--- src/rtl/exp_dec_pkg.sv ---
package exp_dec_pkg;
  typedef enum logic [2:0] {
    T_NONE,
    T_IDE,
    T_SCSI,
    T_ID,
    T_CTL,
    T_ROM
  } tgt_e;
endpackage

--- src/rtl/exp_byte_route.sv ---
module exp_byte_route
  import exp_dec_pkg::*;
#(
  parameter int OFF_W       = 16,
  parameter int ID_W        = 3,
  parameter int IDE_EN_BIT  = 11,
  parameter int IDE_SEC_BIT = 9,
  parameter int IDE_REG_LSB = 6,
  parameter int IDE_REG_W   = 3,
  parameter int ROM_BIT     = 15,
  parameter int SCSI_AW     = 8,
  parameter int CTL_AW      = 3,
  parameter logic [OFF_W-1:0] CTL_BASE = 16'h0400,
  parameter logic [OFF_W-1:0] ID_OFF   = 16'h0401
) (
  input  logic                 act_i,
  input  logic                 we_i,
  input  logic                 word_data_i,
  input  logic [OFF_W-1:0]     off_i,
  input  logic [7:0]           wbyte_i,
  input  logic [15:0]          wword_i,
  input  logic                 scsi_fitted_i,
  input  logic [ID_W-1:0]      scsi_id_i,
  output logic                 ide_rd_o,
  output logic                 ide_wr_o,
  output logic                 ide_word_o,
  output logic [1:0]           ide_cs_o,
  output logic [IDE_REG_W-1:0] ide_reg_o,
  output logic [15:0]          ide_wdata_o,
  input  logic [15:0]          ide_rdata_i,
  output logic                 scsi_rd_o,
  output logic                 scsi_wr_o,
  output logic [SCSI_AW-1:0]   scsi_addr_o,
  output logic [7:0]           scsi_wdata_o,
  input  logic [7:0]           scsi_rdata_i,
  output logic                 ctl_wr_o,
  output logic [CTL_AW-1:0]    ctl_addr_o,
  output logic [7:0]           ctl_wdata_o,
  output logic                 rom_rd_o,
  output logic [ROM_BIT-1:0]   rom_addr_o,
  input  logic [7:0]           rom_rdata_i,
  output logic [7:0]           rbyte_o
);
  localparam logic [OFF_W-1:0] CTL_TAG = CTL_BASE >> CTL_AW;

  tgt_e tgt;
  logic rom_hit, ide_hit, scsi_hit, ctl_hit, id_hit;

  always_comb begin
    rom_hit  = off_i[ROM_BIT];
    ide_hit  = off_i[IDE_EN_BIT] && off_i[0] && !rom_hit;
    scsi_hit = ((off_i >> SCSI_AW) == '0) && scsi_fitted_i;
    ctl_hit  = (off_i >> CTL_AW) == CTL_TAG;
    id_hit   = (off_i == ID_OFF) && scsi_fitted_i;
    tgt = T_NONE;
    if (word_data_i)   tgt = T_IDE;
    else if (rom_hit)  tgt = we_i ? T_NONE : T_ROM;
    else if (scsi_hit) tgt = T_SCSI;
    else if (we_i && ctl_hit) tgt = T_CTL;
    else if (!we_i && id_hit) tgt = T_ID;
    else if (ide_hit)  tgt = T_IDE;
  end

  // strobes
  assign ide_rd_o   = act_i && (tgt == T_IDE)  && !we_i;
  assign ide_wr_o   = act_i && (tgt == T_IDE)  &&  we_i;
  assign ide_word_o = act_i && word_data_i;
  assign scsi_rd_o  = act_i && (tgt == T_SCSI) && !we_i;
  assign scsi_wr_o  = act_i && (tgt == T_SCSI) &&  we_i;
  assign ctl_wr_o   = act_i && (tgt == T_CTL);
  assign rom_rd_o   = act_i && (tgt == T_ROM);

  assign ide_cs_o     = (act_i && tgt == T_IDE) ? (off_i[IDE_SEC_BIT] ? 2'b10 : 2'b01) : 2'b00;
  assign ide_reg_o    = off_i[IDE_REG_LSB +: IDE_REG_W];
  assign ide_wdata_o  = word_data_i ? wword_i : {8'h00, wbyte_i};
  assign scsi_addr_o  = off_i[SCSI_AW-1:0];
  assign scsi_wdata_o = wbyte_i;
  assign ctl_addr_o   = off_i[CTL_AW-1:0];
  assign ctl_wdata_o  = wbyte_i;
  assign rom_addr_o   = off_i[ROM_BIT-1:0];

  always_comb begin
    unique case (tgt)
      T_IDE:   rbyte_o = ide_rdata_i[7:0];
      T_SCSI:  rbyte_o = scsi_rdata_i;
      T_ID:    rbyte_o = {{(8-ID_W){1'b0}}, ~scsi_id_i};
      T_ROM:   rbyte_o = rom_rdata_i;
      default: rbyte_o = 8'hFF;
    endcase
  end
endmodule

--- src/rtl/exp_beat_seq.sv ---
module exp_beat_seq #(
  parameter int OFF_W       = 16,
  parameter int IDE_EN_BIT  = 11,
  parameter int IDE_REG_LSB = 6,
  parameter int IDE_REG_W   = 3,
  parameter int ROM_BIT     = 15
) (
  input  logic             clk_i,
  input  logic             rst_ni,
  input  logic             req_i,
  input  logic             we_i,
  input  logic             word_i,
  input  logic [OFF_W-1:0] off_i,
  input  logic [15:0]      wdata_i,
  output logic             ready_o,
  output logic             beat_act_o,
  output logic             beat_we_o,
  output logic [OFF_W-1:0] beat_off_o,
  output logic [7:0]       beat_wbyte_o,
  output logic             beat_word_data_o,
  output logic             beat_last_o,
  output logic             beat_hi_o,
  output logic             beat_lo_o
);
  logic             second_q;
  logic [OFF_W-1:0] off_q;
  logic             we_q;
  logic [7:0]       lo_q;
  logic             data_word, split, take;

  assign data_word = word_i && off_i[IDE_EN_BIT] && !off_i[ROM_BIT]
                     && (off_i[IDE_REG_LSB +: IDE_REG_W] == '0);
  assign take  = req_i && !second_q;
  assign split = take && word_i && !data_word;

  always_comb begin
    if (second_q) begin
      beat_act_o       = 1'b1;
      beat_we_o        = we_q;
      beat_off_o       = off_q;
      beat_wbyte_o     = lo_q;
      beat_word_data_o = 1'b0;
      beat_last_o      = 1'b1;
      beat_hi_o        = 1'b0;
    end else begin
      beat_act_o       = take;
      beat_we_o        = we_i;
      beat_off_o       = off_i;
      beat_wbyte_o     = word_i ? wdata_i[15:8] : wdata_i[7:0];
      beat_word_data_o = take && data_word;
      beat_last_o      = take && !split;
      beat_hi_o        = split;
    end
  end

  assign beat_lo_o = second_q;
  assign ready_o   = !second_q;

  always_ff @(posedge clk_i or negedge rst_ni) begin
    if (!rst_ni) begin
      second_q <= 1'b0;
      off_q    <= '0;
      we_q     <= 1'b0;
      lo_q     <= '0;
    end else begin
      second_q <= split;
      if (split) begin
        off_q <= off_i + 1'b1;
        we_q  <= we_i;
        lo_q  <= wdata_i[7:0];
      end
    end
  end
endmodule

--- src/rtl/exp_resp_reg.sv ---
module exp_resp_reg (
  input  logic        clk_i,
  input  logic        rst_ni,
  input  logic        beat_act_i,
  input  logic        beat_we_i,
  input  logic        beat_last_i,
  input  logic        beat_hi_i,
  input  logic        beat_lo_i,
  input  logic        beat_word_data_i,
  input  logic [7:0]  rbyte_i,
  input  logic [15:0] ide_rdata_i,
  output logic        done_o,
  output logic [15:0] rdata_o
);
  logic [7:0] hi_q;

  always_ff @(posedge clk_i or negedge rst_ni) begin
    if (!rst_ni) begin
      hi_q    <= '0;
      done_o  <= 1'b0;
      rdata_o <= '0;
    end else begin
      done_o <= beat_act_i && beat_last_i;
      if (beat_act_i && beat_hi_i && !beat_we_i) hi_q <= rbyte_i;
      if (beat_act_i && beat_last_i && !beat_we_i) begin
        if (beat_word_data_i) rdata_o <= ide_rdata_i;
        else if (beat_lo_i)   rdata_o <= {hi_q, rbyte_i};
        else                  rdata_o <= {8'h00, rbyte_i};
      end
    end
  end
endmodule

--- src/rtl/exp_card_decoder.sv ---
module exp_card_decoder #(
  parameter int OFF_W       = 16,
  parameter int ID_W        = 3,
  parameter int IDE_EN_BIT  = 11,
  parameter int IDE_SEC_BIT = 9,
  parameter int IDE_REG_LSB = 6,
  parameter int IDE_REG_W   = 3,
  parameter int ROM_BIT     = 15,
  parameter int SCSI_AW     = 8,
  parameter int CTL_AW      = 3
) (
  input  logic                 clk_i,
  input  logic                 rst_ni,
  input  logic                 scsi_fitted_i,
  input  logic [ID_W-1:0]      scsi_id_i,
  input  logic                 req_i,
  input  logic                 we_i,
  input  logic                 word_i,
  input  logic [OFF_W-1:0]     off_i,
  input  logic [15:0]          wdata_i,
  output logic                 ready_o,
  output logic                 done_o,
  output logic [15:0]          rdata_o,
  output logic                 ide_rd_o,
  output logic                 ide_wr_o,
  output logic                 ide_word_o,
  output logic [1:0]           ide_cs_o,
  output logic [IDE_REG_W-1:0] ide_reg_o,
  output logic [15:0]          ide_wdata_o,
  input  logic [15:0]          ide_rdata_i,
  output logic                 scsi_rd_o,
  output logic                 scsi_wr_o,
  output logic [SCSI_AW-1:0]   scsi_addr_o,
  output logic [7:0]           scsi_wdata_o,
  input  logic [7:0]           scsi_rdata_i,
  output logic                 ctl_wr_o,
  output logic [CTL_AW-1:0]    ctl_addr_o,
  output logic [7:0]           ctl_wdata_o,
  output logic                 rom_rd_o,
  output logic [ROM_BIT-1:0]   rom_addr_o,
  input  logic [7:0]           rom_rdata_i
);
  logic             b_act, b_we, b_wd, b_last, b_hi, b_lo;
  logic [OFF_W-1:0] b_off;
  logic [7:0]       b_wbyte, rbyte;

  exp_beat_seq #(
    .OFF_W(OFF_W), .IDE_EN_BIT(IDE_EN_BIT), .IDE_REG_LSB(IDE_REG_LSB),
    .IDE_REG_W(IDE_REG_W), .ROM_BIT(ROM_BIT)
  ) u_seq (
    .clk_i, .rst_ni, .req_i, .we_i, .word_i, .off_i, .wdata_i, .ready_o,
    .beat_act_o(b_act), .beat_we_o(b_we), .beat_off_o(b_off),
    .beat_wbyte_o(b_wbyte), .beat_word_data_o(b_wd), .beat_last_o(b_last),
    .beat_hi_o(b_hi), .beat_lo_o(b_lo)
  );

  exp_byte_route #(
    .OFF_W(OFF_W), .ID_W(ID_W), .IDE_EN_BIT(IDE_EN_BIT), .IDE_SEC_BIT(IDE_SEC_BIT),
    .IDE_REG_LSB(IDE_REG_LSB), .IDE_REG_W(IDE_REG_W), .ROM_BIT(ROM_BIT),
    .SCSI_AW(SCSI_AW), .CTL_AW(CTL_AW)
  ) u_route (
    .act_i(b_act), .we_i(b_we), .word_data_i(b_wd), .off_i(b_off),
    .wbyte_i(b_wbyte), .wword_i(wdata_i), .scsi_fitted_i, .scsi_id_i,
    .ide_rd_o, .ide_wr_o, .ide_word_o, .ide_cs_o, .ide_reg_o, .ide_wdata_o, .ide_rdata_i,
    .scsi_rd_o, .scsi_wr_o, .scsi_addr_o, .scsi_wdata_o, .scsi_rdata_i,
    .ctl_wr_o, .ctl_addr_o, .ctl_wdata_o, .rom_rd_o, .rom_addr_o, .rom_rdata_i,
    .rbyte_o(rbyte)
  );

  exp_resp_reg u_resp (
    .clk_i, .rst_ni, .beat_act_i(b_act), .beat_we_i(b_we), .beat_last_i(b_last),
    .beat_hi_i(b_hi), .beat_lo_i(b_lo), .beat_word_data_i(b_wd),
    .rbyte_i(rbyte), .ide_rdata_i, .done_o, .rdata_o
  );
endmodule

--- config.mk ---
export PLATFORM = sky130hd
export DESIGN_NAME = exp_card_decoder
export DESIGN_NICKNAME = d
export VERILOG_FILES = /design/src/rtl/exp_dec_pkg.sv /design/src/rtl/exp_byte_route.sv /design/src/rtl/exp_beat_seq.sv /design/src/rtl/exp_resp_reg.sv /design/src/rtl/exp_card_decoder.sv
export SDC_FILE = /design/constraint.sdc
export NUM_CORES = 1
export LEC_CHECK = 0
export ABC_AREA = 0
export BUFFER_PORTS_ARGS = -buffer_cell sky130_fd_sc_hd__buf_2
export CORE_MARGIN = 2
export CORE_UTILIZATION = 45
export CTS_CLUSTER_SIZE = 30
export DETAILED_ROUTE_END_ITERATION = 10
export HOLD_SLACK_MARGIN = 0.08
export PLACE_DENSITY = 0.74
export SYNTH_ARGS = -nofsm -noshare
export SYNTH_HDL_FRONTEND = slang
export SYNTH_SLANG_ARGS = --single-unit
--- constraint.sdc ---
create_clock -name clk_i -period 4.8 [get_ports clk_i]
set_input_delay 0.48 -clock clk_i [delete_from_list [all_inputs] [get_ports clk_i]]
set_output_delay 0.48 -clock clk_i [all_outputs]
set_load 0.02 [all_outputs]
==> results.md, run 1 <==
- Status: completed
- Unrepaired setup endpoints after global routing: false
- Worst Hold Class: in -> async
- TritonCTS buffer count: 5
- Setup TNS: 0 ns
- Adder-cell share of the synthesized area: 0.3727%
- Synth unique cells: 51
- Crit Path Category: reg -> out
- Max frequency: 264.0 MHz
- Ys async rst share: 100.0%
- Synth Area in Compound Gates: 16.62%
- Register area share after synthesis: 38.02%
- Hold-fix buffers at CTS: 0
- CP Capture Type: primary output
- Drt pass-1 iters: 4
- DR WL/cell: 14.93 um
- Syn avg cell area: 8.392 um^2
- Flop2flop setup slack: 1.82 ns
- Register area: 1277 um^2
- DP HPWL: 7.066 mm
- Ports: 161
- Largest family of logic cells by synthesized area: simple AND/OR/NAND/NOR gates
- Clock slew at the register clock pins of the worst setup and hold paths: 0.10 ns
- Placer Congestion: 0.9052
- Max clock buf depth: 2
- Post-synthesis simple-gate area fraction: 22.21%
- Period minus WS final: 3.788 ns
- Starting Density: 46.28%
- Slew HR: 32.82%
- Reg2reg start: u_seq.beat_lo_o$_DFF_PN0_
- Drt initial violations: 162
- CTS-repair resized insts: 0
- CTS tree: yes
- Fin. max-slew vios: 0
- Inst Count DP: 619
- Antenna Violating Nets Remaining: 0
- Leak: 0.002010 uW
- Core footprint: 7253 um^2
- Setup-failing EPs final: 0
- Antenna diodes: 0
- Startpoint Class: flip-flop
- Worst Path Arrival: 3.31 ns
- Post-synth top cells: nand2_1, dfrtp_1, nor2_1
- Count leader, synth: nand2_1
- Cell Chain, Critical Path: mux2_2 -> a211o_1 -> a2111o_1 -> o21ai_1 -> nand4_1 -> nor2_1 -> buf_2
- Period utilization: 78.92%
- Num rows: 31
- Max IR drop VDD: 0.0001645 V
- Max stage delay on crit path: 0.80 ns
- Worst slack at placement: 1.360 ns
- Post-synth EDFFs: 0
- Nets: 601
- Congestion Overflow GR: 0
- CP max stage cell: dfrtp_2
- Worst slew pin tran: 1.004 ns
- Multiplexer share of the synthesized area: 10.40%
- YS warnings: 0
- Area Overhead vs Synth: 24.56%
- Largest fanout on the critical path: 38
- DRC Markers: 0
- Area contributors post-synth: dfrtp_1, nand2_1, mux2_2
- Syn_nets: 474
- Filler cells: 686
- H-tree depth: 2
- Final WS setup: 1.012 ns
- Routed WL: 9.360 mm
- Mapped Area: 3357 um^2
- Vias: 3338
- Largest net degree at the start of global routing: 52
- Terminus of the critical flop-to-flop path: u_resp.hi_q[2]$_DFFE_PN0P_
- Root Driver: clkbuf_8
- First-pass GRT wire length: 15.26 mm
- Vias in the first global route: 3118
- Hold WS: 0.2644 ns
- GRT Util Overall: 22.83%
- Top FF cell, synth: dfrtp_1
- Layout cells sized above 1: 38.07%
- Top cell type by total area after synthesis: dfrtp_1
- Synth Area in XOR/XNOR: 3.653%
- Final Non-Filler Cells: 627
- Die H: 90.37 um
- Skew-Pair Late Insertion Delay: 0.31 ns
- Layout Skew: 0.01437 ns
- Endpoints failing hold: 0
- Initial antenna violation count: 0
- Multi-input gate area: 1793 um^2
- Buffers added on ports: 160
- Vias/cell: 5.324
- Die W: 90.37 um
- #FFs+latches synth: 51
- CP required: 4.32 ns
- Synth top area share: 38.02%
- DIE AREA: 8167 um^2
- PD cells: 317.8 nW/um^2
- Tot Pwr: 1329 uW
- Cells on worst reg2reg path: 6
- CTS sink cnt: 51
- Max Cap Violations: 0
- Synth Instances: 400
- Post-CTS setup repair buffer count: 0
logic make-up (layout without fill, tap and decap cells):
| kind of cell | Yosys count | count (layout) |
|---|---|---|
| adders and majority gates | 1 | 1 |
| and+or+nand+nor | 163 | 163 |
| muxes | 32 | 32 |
| DFF | 51 | 51 |
| xor gates and xnor gates | 14 | 14 |
| buffers and inverters | 53 | 181 |
| AOI/OAI and AO/OA | 86 | 86 |
where the power goes:
group | internal, uW | switching (uW) | total, uW
Clock | 157 | 154 | 311
Combinational | 170 | 278 | 448
Sequential | 512 | 57.5 | 570
Total | 839 | 490 | 1330
routing by layer:
layer  routed length (um)  GRT usage [%]
met1                 4082          29.97
met2                 4296          37.66
met3                  885          6.594
met4                   96          4.872
met5                    0              0
worst max path at each step:
stage                              startpoint          end  cells after the start
floorplan                            off_i[5]  ide_cs_o[1]                      6
global placement    u_seq.beat_lo_o$_DFF_PN0_  ide_cs_o[1]                      7
detailed placement  u_seq.beat_lo_o$_DFF_PN0_     ide_rd_o                      7
CTS                 u_seq.beat_lo_o$_DFF_PN0_     ide_rd_o                      7
global route        u_seq.beat_lo_o$_DFF_PN0_     ide_rd_o                      7
finish              u_seq.beat_lo_o$_DFF_PN0_     ide_rd_o                      7
area by class of cell:
| class | instances | area share (%) |
|---|---|---|
| Inverter | 7 | 0.6284 |
| Multi-Input combinational cell | 296 | 42.88 |
| Clock buffer | 5 | 1.646 |
| Sequential cell | 51 | 30.55 |
| Clock inverter | 3 | 1.107 |
| Timing Repair Buffer | 166 | 20.23 |
| Tap cell | 99 | 2.962 |
cells in the final DEF, fill, tap and decap left out, types with 5 or more instances in the layout:
master and count:
a21o_1 6, a22oi_1 11, mux2i_1 9, a21oi_1 16, o21ai_0 26, inv_1 7
buf_2 160, buf_4 6, clkbuf_8 5, nor2_1 41, xor2_1 6, dfrtp_1 50
xnor2_1 8, nand2_1 73, and2_1 8, a31oi_1 8, nand3_1 6, mux2_2 23
registers in the layout, indices dropped and copies added (netlist names):
signal and flops:
u_resp.rdata_o 16, u_seq.off_q 16, u_resp.done_o 1, u_seq.lo_q 8, u_seq.we_q 1, u_seq.beat_lo_o 1, u_resp.hi_q 8
worst max-delay path, delay by kind of cell, from the launching register on:
| kind | cells | cell delay [ns] |
|---|---|---|
| AO/OA/AOI/OAI | 3 | 1.18 |
| buffers and inverters | 1 | 0.19 |
| flip-flops | 1 | 0.80 |
| multiplexers | 1 | 0.43 |
| AND/OR/NAND/NOR | 2 | 0.38 |
stage by stage:
| stage | instance area (um^2) | util (%) |
|---|---|---|
| 3_3_place_gp | 4066 | 56.06 |
| 6_report | 4182 | 57.65 |
| 3_5_place_dp | 4066 | 56.06 |
| 2_1_floorplan | 3357 | - |
| 4_1_cts | 4182 | 57.65 |
| 5_1_grt | 4182 | 57.65 |
Note: power is estimated with default switching activity, not from simulation.
==> run 2, diff against run 1 <==
--- a/config.mk
+++ b/config.mk
@@ -8,11 +8,11 @@
 export ABC_AREA = 0
 export BUFFER_PORTS_ARGS = -buffer_cell sky130_fd_sc_hd__buf_2
 export CORE_MARGIN = 2
-export CORE_UTILIZATION = 45
+export CORE_UTILIZATION = 42
 export CTS_CLUSTER_SIZE = 30
 export DETAILED_ROUTE_END_ITERATION = 10
 export HOLD_SLACK_MARGIN = 0.08
-export PLACE_DENSITY = 0.74
+export PLACE_DENSITY = 0.73
 export SYNTH_ARGS = -nofsm -noshare
 export SYNTH_HDL_FRONTEND = slang
 export SYNTH_SLANG_ARGS = --single-unit
==> constraint.sdc (replaced) <==
create_clock -name clk_i -period 3.22 [get_ports clk_i]
set_input_delay 0.322 -clock clk_i [delete_from_list [all_inputs] [get_ports clk_i]]
set_output_delay 0.322 -clock clk_i [all_outputs]
set_load 0.02 [all_outputs]
==> run 2 against run 1 <==
Against the previous run:
- power is 50% higher
- die area is 6.8% higher
- clock power is 49% higher
- worst setup slack worse by 0.85 ns
- critical path depth is 1 higher
- register-to-register slack worse by 1.3 ns
- sequential power is 48% higher
- clock skew is 0.0066 ns lower
- global-route usage is 0.76 points lower
- via count is 1.7% higher
- cell count is 2.7% higher
- first-iteration DRC count is 1.9% higher
- highest routed layer unchanged
==> results.md, run 2 (synthesis gave the netlist of run 1 again) <==
- Status: completed
- P_sw: 718.4 uW (+47%)
- CP max stage cell: a2111o_1
- Die H: 93.40 um (+3.4%)
- Most frequent cells in the layout: buf_2, nand2_1, dfrtp_1, nor2_1, o21ai_0
- Slew HR: 34.82% (+2.0 points)
- Layout cells sized above 1: 39.56% (+1.5 points)
- Leak: 0.002084 uW (+3.7%)
- Fin. max-slew vios: 0 (unchanged)
- CTS sink cnt: 51 (unchanged)
- Routed WL: 9.852 mm (+5.3%)
- Skew-Pair Late Insertion Delay: 0.30 ns (about the same)
- Clock share of power: 23.1% (-0.3 points)
- Placer Congestion: 0.9099 (+0.52%)
- Max stage delay on crit path: 0.44 ns (-0.36 ns)
- WP buf/inv: 2 (+1)
- Vias in the first global route: 3072 (-1.5%)
- Reg power frac: 42.1% (-0.8 points)
- Num rows: 32 (+3.2%)
- Period minus WS final: 3.056 ns
- Nets: 614 (+2.2%)
- Combinational cell fraction of total power: 34.8% (+1.1 points)
- DRC Markers: 0 (unchanged)
- Multi-input gate area: 1798 um^2 (+0.28%)
- PD cells: 464.9 nW/um^2 (+46%)
- GRT Util Overall: 22.08% (-0.76 points)
- Clock slew at the register clock pins of the worst setup and hold paths: 0.10 ns (about the same)
- DR WL/cell: 15.30 um (+2.5%)
- Die W: 93.40 um (+3.4%)
- Final Non-Filler Cells: 644 (+2.7%)
- Worst slew pin tran: 0.9741 ns (-0.02978 ns)
- CP Capture Type: primary output
- Int Power: 1279 uW (+52%)
- Max frequency: 327.2 MHz
- Ports: 161 (unchanged)
- Area Overhead vs Synth: 27.99%
- Drt pass-1 iters: 4 (unchanged)
- CTS tree: yes
- Inst Count DP: 628 (+1.5%)
- Max Cap Violations: 0 (unchanged)
- Sw Ratio: 35.97% (-0.87 points)
- H-tree depth: 2 (unchanged)
- Vias/cell: 5.272 (-0.98%)
- Register area: 1277 um^2 (unchanged)
- Vias: 3395 (+1.7%)
- Largest net degree at the start of global routing: 35 (-33%)
- Worst Path Arrival: 2.73 ns (-0.58 ns)
- Congestion Overflow GR: 0 (unchanged)
- Max clock buf depth: 2 (unchanged)
- Cell mode on critical path: buf_2
- DP HPWL: 7.506 mm (+6.2%)
- Startpoint Class: flip-flop
- Most common cell after layout, fill and taps aside: buf_2
- First-pass GRT wire length: 15.38 mm (+0.82%)
- Starting Density: 43.44% (-2.8 points)
- DIE AREA: 8724 um^2 (+6.8%)
- Core footprint: 7727 um^2 (+6.5%)
- Worst Hold Class: in -> reg
- Hold WS: 0.2428 ns (-0.02162 ns)
- Drt initial violations: 165 (+1.9%)
- CP required: 2.90 ns (-1.42 ns)
- Max IR drop VDD: 0.0002319 V (+41%)
- TritonCTS buffer count: 5 (unchanged)
- Period utilization: 94.91%
- Antenna Violating Nets Remaining: 0 (unchanged)
- Regs by FF count: u_resp.rdata_o (16), u_seq.off_q (16)
- Initial antenna violation count: 1 (+1)
- Layout Skew: 0.007790 ns (-0.006584 ns)
- Setup-failing EPs final: 0 (unchanged)
- Root Driver: clkbuf_8
- Filler cells: 715 (+4.2%)
- Crit path max-delay family: compound AO/OA/AOI/OAI gates
- Endpoints failing hold: 0 (unchanged)
- Largest fanout on the critical path: 6 (-84%)
- Buffers added on ports: 160 (unchanged)
- Crit Path Category: reg -> out
- Post-layout util: 55.60% (-2.0 points)
- Cell Chain, Critical Path: buf_2 -> or3_1 -> a211o_1 -> a2111o_1 -> o21ai_2 -> nand4_1 -> nor2b_1 -> buf_2
==> run 2: routing by layer <==
layer / wire length, um / GRT usage, % / vias up / part of all wire (%)
met4: 123 / 5.147 / 0 / 1.2
li1: - / - / 1659 / -
met1: 4397 / 29.66 / 1558 / 45
met2: 4523 / 36.87 / 168 / 46
met3: 807 / 4.190 / 10 / 8.2
met5: 0 / 0 / - / 0
==> run 2: tightest hold or removal path, stage by stage <==
cell and delay [ns]:
buf_2 0.10, nand2_1 0.05, nand2_1 0.05
==> run 2: repair_timing <==
item | CTS | global route
resized for setup | 0 | 3
hold endpoints to repair | 22 | 0
hold buffers | 1 | 0
buffers inserted | 0 | 6
setup endpoints to repair | 0 | 5
==> run 2: stage by stage <==
step	setup WS [ns]	setup TNS, ns	power (uW)	cell area [um^2]
final	0.1638	0	1997	4297
after global routing	-0.001095	-0.001095	2121	4297
after CTS	0.1208	0	2007	4243
after detailed placement	0.4693	0	1540	4115
after global placement	0.5042	0	1524	4115
after floorplan	0.5376	0	1306	3357
==> run 2: worst paths after layout <==
kind                            depth (start not counted)                       from  slack (ns)                           to
worst min-delay path                                    3                 wdata_i[5]        0.24    u_seq.lo_q[5]$_DFFE_PN0P_
worst max register to register                          7  u_seq.beat_lo_o$_DFF_PN0_        0.53   u_resp.hi_q[1]$_DFFE_PN0P_
min in group asynchronous                               2                     rst_ni        0.54  u_seq.off_q[14]$_DFFE_PN0P_
max in group asynchronous                               3                     rst_ni        1.90    u_seq.lo_q[3]$_DFFE_PN0P_
worst min register to register                          2  u_seq.lo_q[0]$_DFFE_PN0P_        0.48    u_seq.lo_q[0]$_DFFE_PN0P_
worst max-delay path                                    8  u_seq.beat_lo_o$_DFF_PN0_        0.16                  ide_cs_o[1]
==> run 2: power by group through the flow <==
stage	logic, uW	clock network (uW)	registers, uW
2_1_floorplan	411	0	895
3_3_place_gp	673	0	851
3_5_place_dp	686	0	854
4_1_cts	689	476	842
5_1_grt	763	500	858
6_report	695	462	841
==> run 2: layout make-up <==
cell class              instances  share of cell area [%]
repair buffers                179                   22.04
clock buffers                   6                   1.922
well taps                     102                   2.970
clock inverters                 2                  0.8154
flip-flops and latches         51                   29.73
inverters                       7                  0.6115
multi-input cells             296                   41.85
diodes                          1                 0.05824
==> run 3, diff against run 2 <==
--- a/config.mk
+++ b/config.mk
@@ -7,6 +7,7 @@
 export LEC_CHECK = 0
 export ABC_AREA = 0
 export BUFFER_PORTS_ARGS = -buffer_cell sky130_fd_sc_hd__buf_2
+export CORE_ASPECT_RATIO = 1.75
 export CORE_MARGIN = 2
 export CORE_UTILIZATION = 42
 export CTS_CLUSTER_SIZE = 30
==> run 3 against run 2 <==
Against the previous run:
- final area is 1.7% lower
- die area increased by 0.32%
- sequential share of layout area up 0.59 points
==> results.md, run 3 (synthesis gave the netlist of run 1 again) <==
- Period utilization: 95.21% (+0.30 points)
- First-pass GRT wire length: 15.39 mm (about the same)
- Core footprint: 7855 um^2 (+1.7%)
- Fin. max-slew vios: 0 (unchanged)
- Die W: 71.58 um (-23%)
- Register area: 1280 um^2 (+0.20%)
- Hold WS: 0.2392 ns (-0.003580 ns)
- Max frequency: 326.2 MHz (-0.31%)
- Antenna diodes: 0 (-1)
- Congestion Overflow GR: 0 (unchanged)
- Inst Count DP: 614 (-2.2%)
- Buffers added on ports: 160 (unchanged)
- Largest fanout on the critical path: 21 (+15)
- DR WL/cell: 15.71 um (+2.7%)
- TritonCTS buffer count: 5 (unchanged)
- Slew HR: 26.92% (-7.9 points)
- CP required: 2.90 ns (about the same)
- Filler cells: 761 (+6.4%)
- PD cells: 481.6 nW/um^2 (+3.6%)
- Starting Density: 42.74% (-0.71 points)
- Drt initial violations: 173 (+4.8%)
- Setup-failing EPs final: 0 (unchanged)
- Unrepaired setup endpoints after global routing: false
- Layout cells sized above 1: 38.04% (-1.5 points)
- Worst Path Arrival: 2.74 ns (about the same)
- Area Overhead vs Synth: 25.75%
- DP HPWL: 7.569 mm (+0.84%)
- Layout Skew: 0.007955 ns (+0.0001648 ns)
- Largest net degree at the start of global routing: 48 (+37%)
- Final Non-Filler Cells: 621 (-3.6%)
- CTS sink cnt: 51 (unchanged)
- Vias/cell: 5.502 (+4.4%)
- Startpoint Class: flip-flop
- Met3 Use GR: 3.777% (-0.41 points)
- Worst slew pin tran: 1.096 ns (+0.1220 ns)
- Tot Pwr: 2033 uW (+1.8%)
- Max IR drop VDD: 0.0003009 V (+30%)
- Most common cell after layout, fill and taps aside: buf_2
- H-tree depth: 2 (unchanged)
- Antenna Violating Nets Remaining: 0 (unchanged)
- Ports: 161 (unchanged)
- Vias: 3417 (+0.65%)
- Max clock buf depth: 2 (unchanged)
- Met1 capacity usage during global routing: 24.58% (-5.1 points)
- Max Cap Violations: 0 (unchanged)
- Initial antenna violation count: 0 (-1)
- Period minus WS final: 3.066 ns (+0.009515 ns)
- Post-layout util: 53.74% (-1.9 points)
- Most frequent cells in the layout: buf_2, nand2_1, dfrtp_1, nor2_1, o21ai_0
- Skew-Pair Late Insertion Delay: 0.29 ns (about the same)
- Placer Congestion: 0.8578 (-5.7%)
- Multi-input gate area: 1794 um^2 (-0.21%)
- Drt pass-1 iters: 4 (unchanged)
- Root Driver: clkbuf_16
- Endpoints failing hold: 0 (unchanged)
- Post-CTS setup repair buffer count: 0 (unchanged)
- Regs by FF count: u_resp.rdata_o (16), u_seq.off_q (16)
- GRT busiest layer: met2
- Met2 Track Usage GR: 39.58% (+2.7 points)
- Status: completed
- Worst Hold Class: in -> async
- CP Capture Type: primary output
- Num rows: 43 (+34%)
- Leak: 0.002040 uW (-2.1%)
- Clock slew at the register clock pins of the worst setup and hold paths: 0.07 ns (-0.03 ns)
- DIE AREA: 8752 um^2 (+0.32%)
- Setup TNS: 0 ns (unchanged)
- Vias in the first global route: 3302 (+7.5%)
- DRC Markers: 0 (unchanged)
- Routed WL: 9.755 mm (-0.98%)
- Die H: 122.3 um (+31%)
- Nets: 605 (-1.5%)
- GRT Util Overall: 21.95% (-0.13 points)
- CTS tree: yes
- Crit Path Category: reg -> out
[run 3: what timing repair did]
item | in CTS | in global routing
hold buffers | 0 | 0
gates resized for setup | 0 | 2
endpoints found under the setup margin | 0 | 4
[run 3: power breakdown]
part	leakage, uW	total (uW)	internal, uW	switching (uW)
clock	0.0000640	504	285	219
combinational	0.00138	681	256	425
sequential	0.000598	848	766	82.1
[run 3: metrics by stage]
step / setup WS (ns) / instance area (um^2)
finish: 0.1543 / 4222
global route: 0.04200 / 4222
CTS: 0.06454 / 4218
detailed placement: 0.3983 / 4085
global placement: 0.4944 / 4085
floorplan: 0.5376 / 3357
[run 3: path summary, 6_finish.rpt]
kind / startpoint / to / slack [ns] / cells after the start
max: u_seq.beat_lo_o$_DFF_PN0_ / ide_rd_o / 0.15 / 7
min: rst_ni / u_resp.rdata_o[13]$_DFFE_PN0P_ / 0.24 / 1
max reg2reg: u_seq.beat_lo_o$_DFF_PN0_ / u_resp.hi_q[5]$_DFFE_PN0P_ / 0.57 / 6
min reg2reg: u_seq.lo_q[2]$_DFFE_PN0P_ / u_seq.lo_q[2]$_DFFE_PN0P_ / 0.48 / 2
max in group asynchronous: rst_ni / u_seq.beat_lo_o$_DFF_PN0_ / 2.18 / 1
min in group clk_i: wdata_i[5] / u_seq.lo_q[5]$_DFFE_PN0P_ / 0.25 / 3
[run 3: worst max-delay path: stages, from the launching register on]
cell and delay [ns]:
dfrtp_4 0.57, mux2_2 0.40, a211o_1 0.32, a2111o_1 0.43, o21ai_1 0.19, nand4_1 0.22, nor2_1 0.15, buf_2 0.18
[run 3: cell type report]
| class | count | share of cell area [%] |
|---|---|---|
| Clock buffer | 7 | 3.142 |
| Multi-Input combinational cell | 296 | 42.50 |
| Sequential cell | 51 | 30.32 |
| Tap cell | 90 | 2.667 |
| Timing Repair Buffer | 170 | 20.75 |
| Inverter | 7 | 0.6224 |
[run 3: routing by layer]
layer / routed length (um) / vias to the layer above / part of all wire [%]
met5: 0 / - / 0
met4: 284 / 0 / 2.9
met3: 617 / 22 / 6.3
met2: 5135 / 129 / 53
met1: 3717 / 1623 / 38
li1: - / 1643 / -
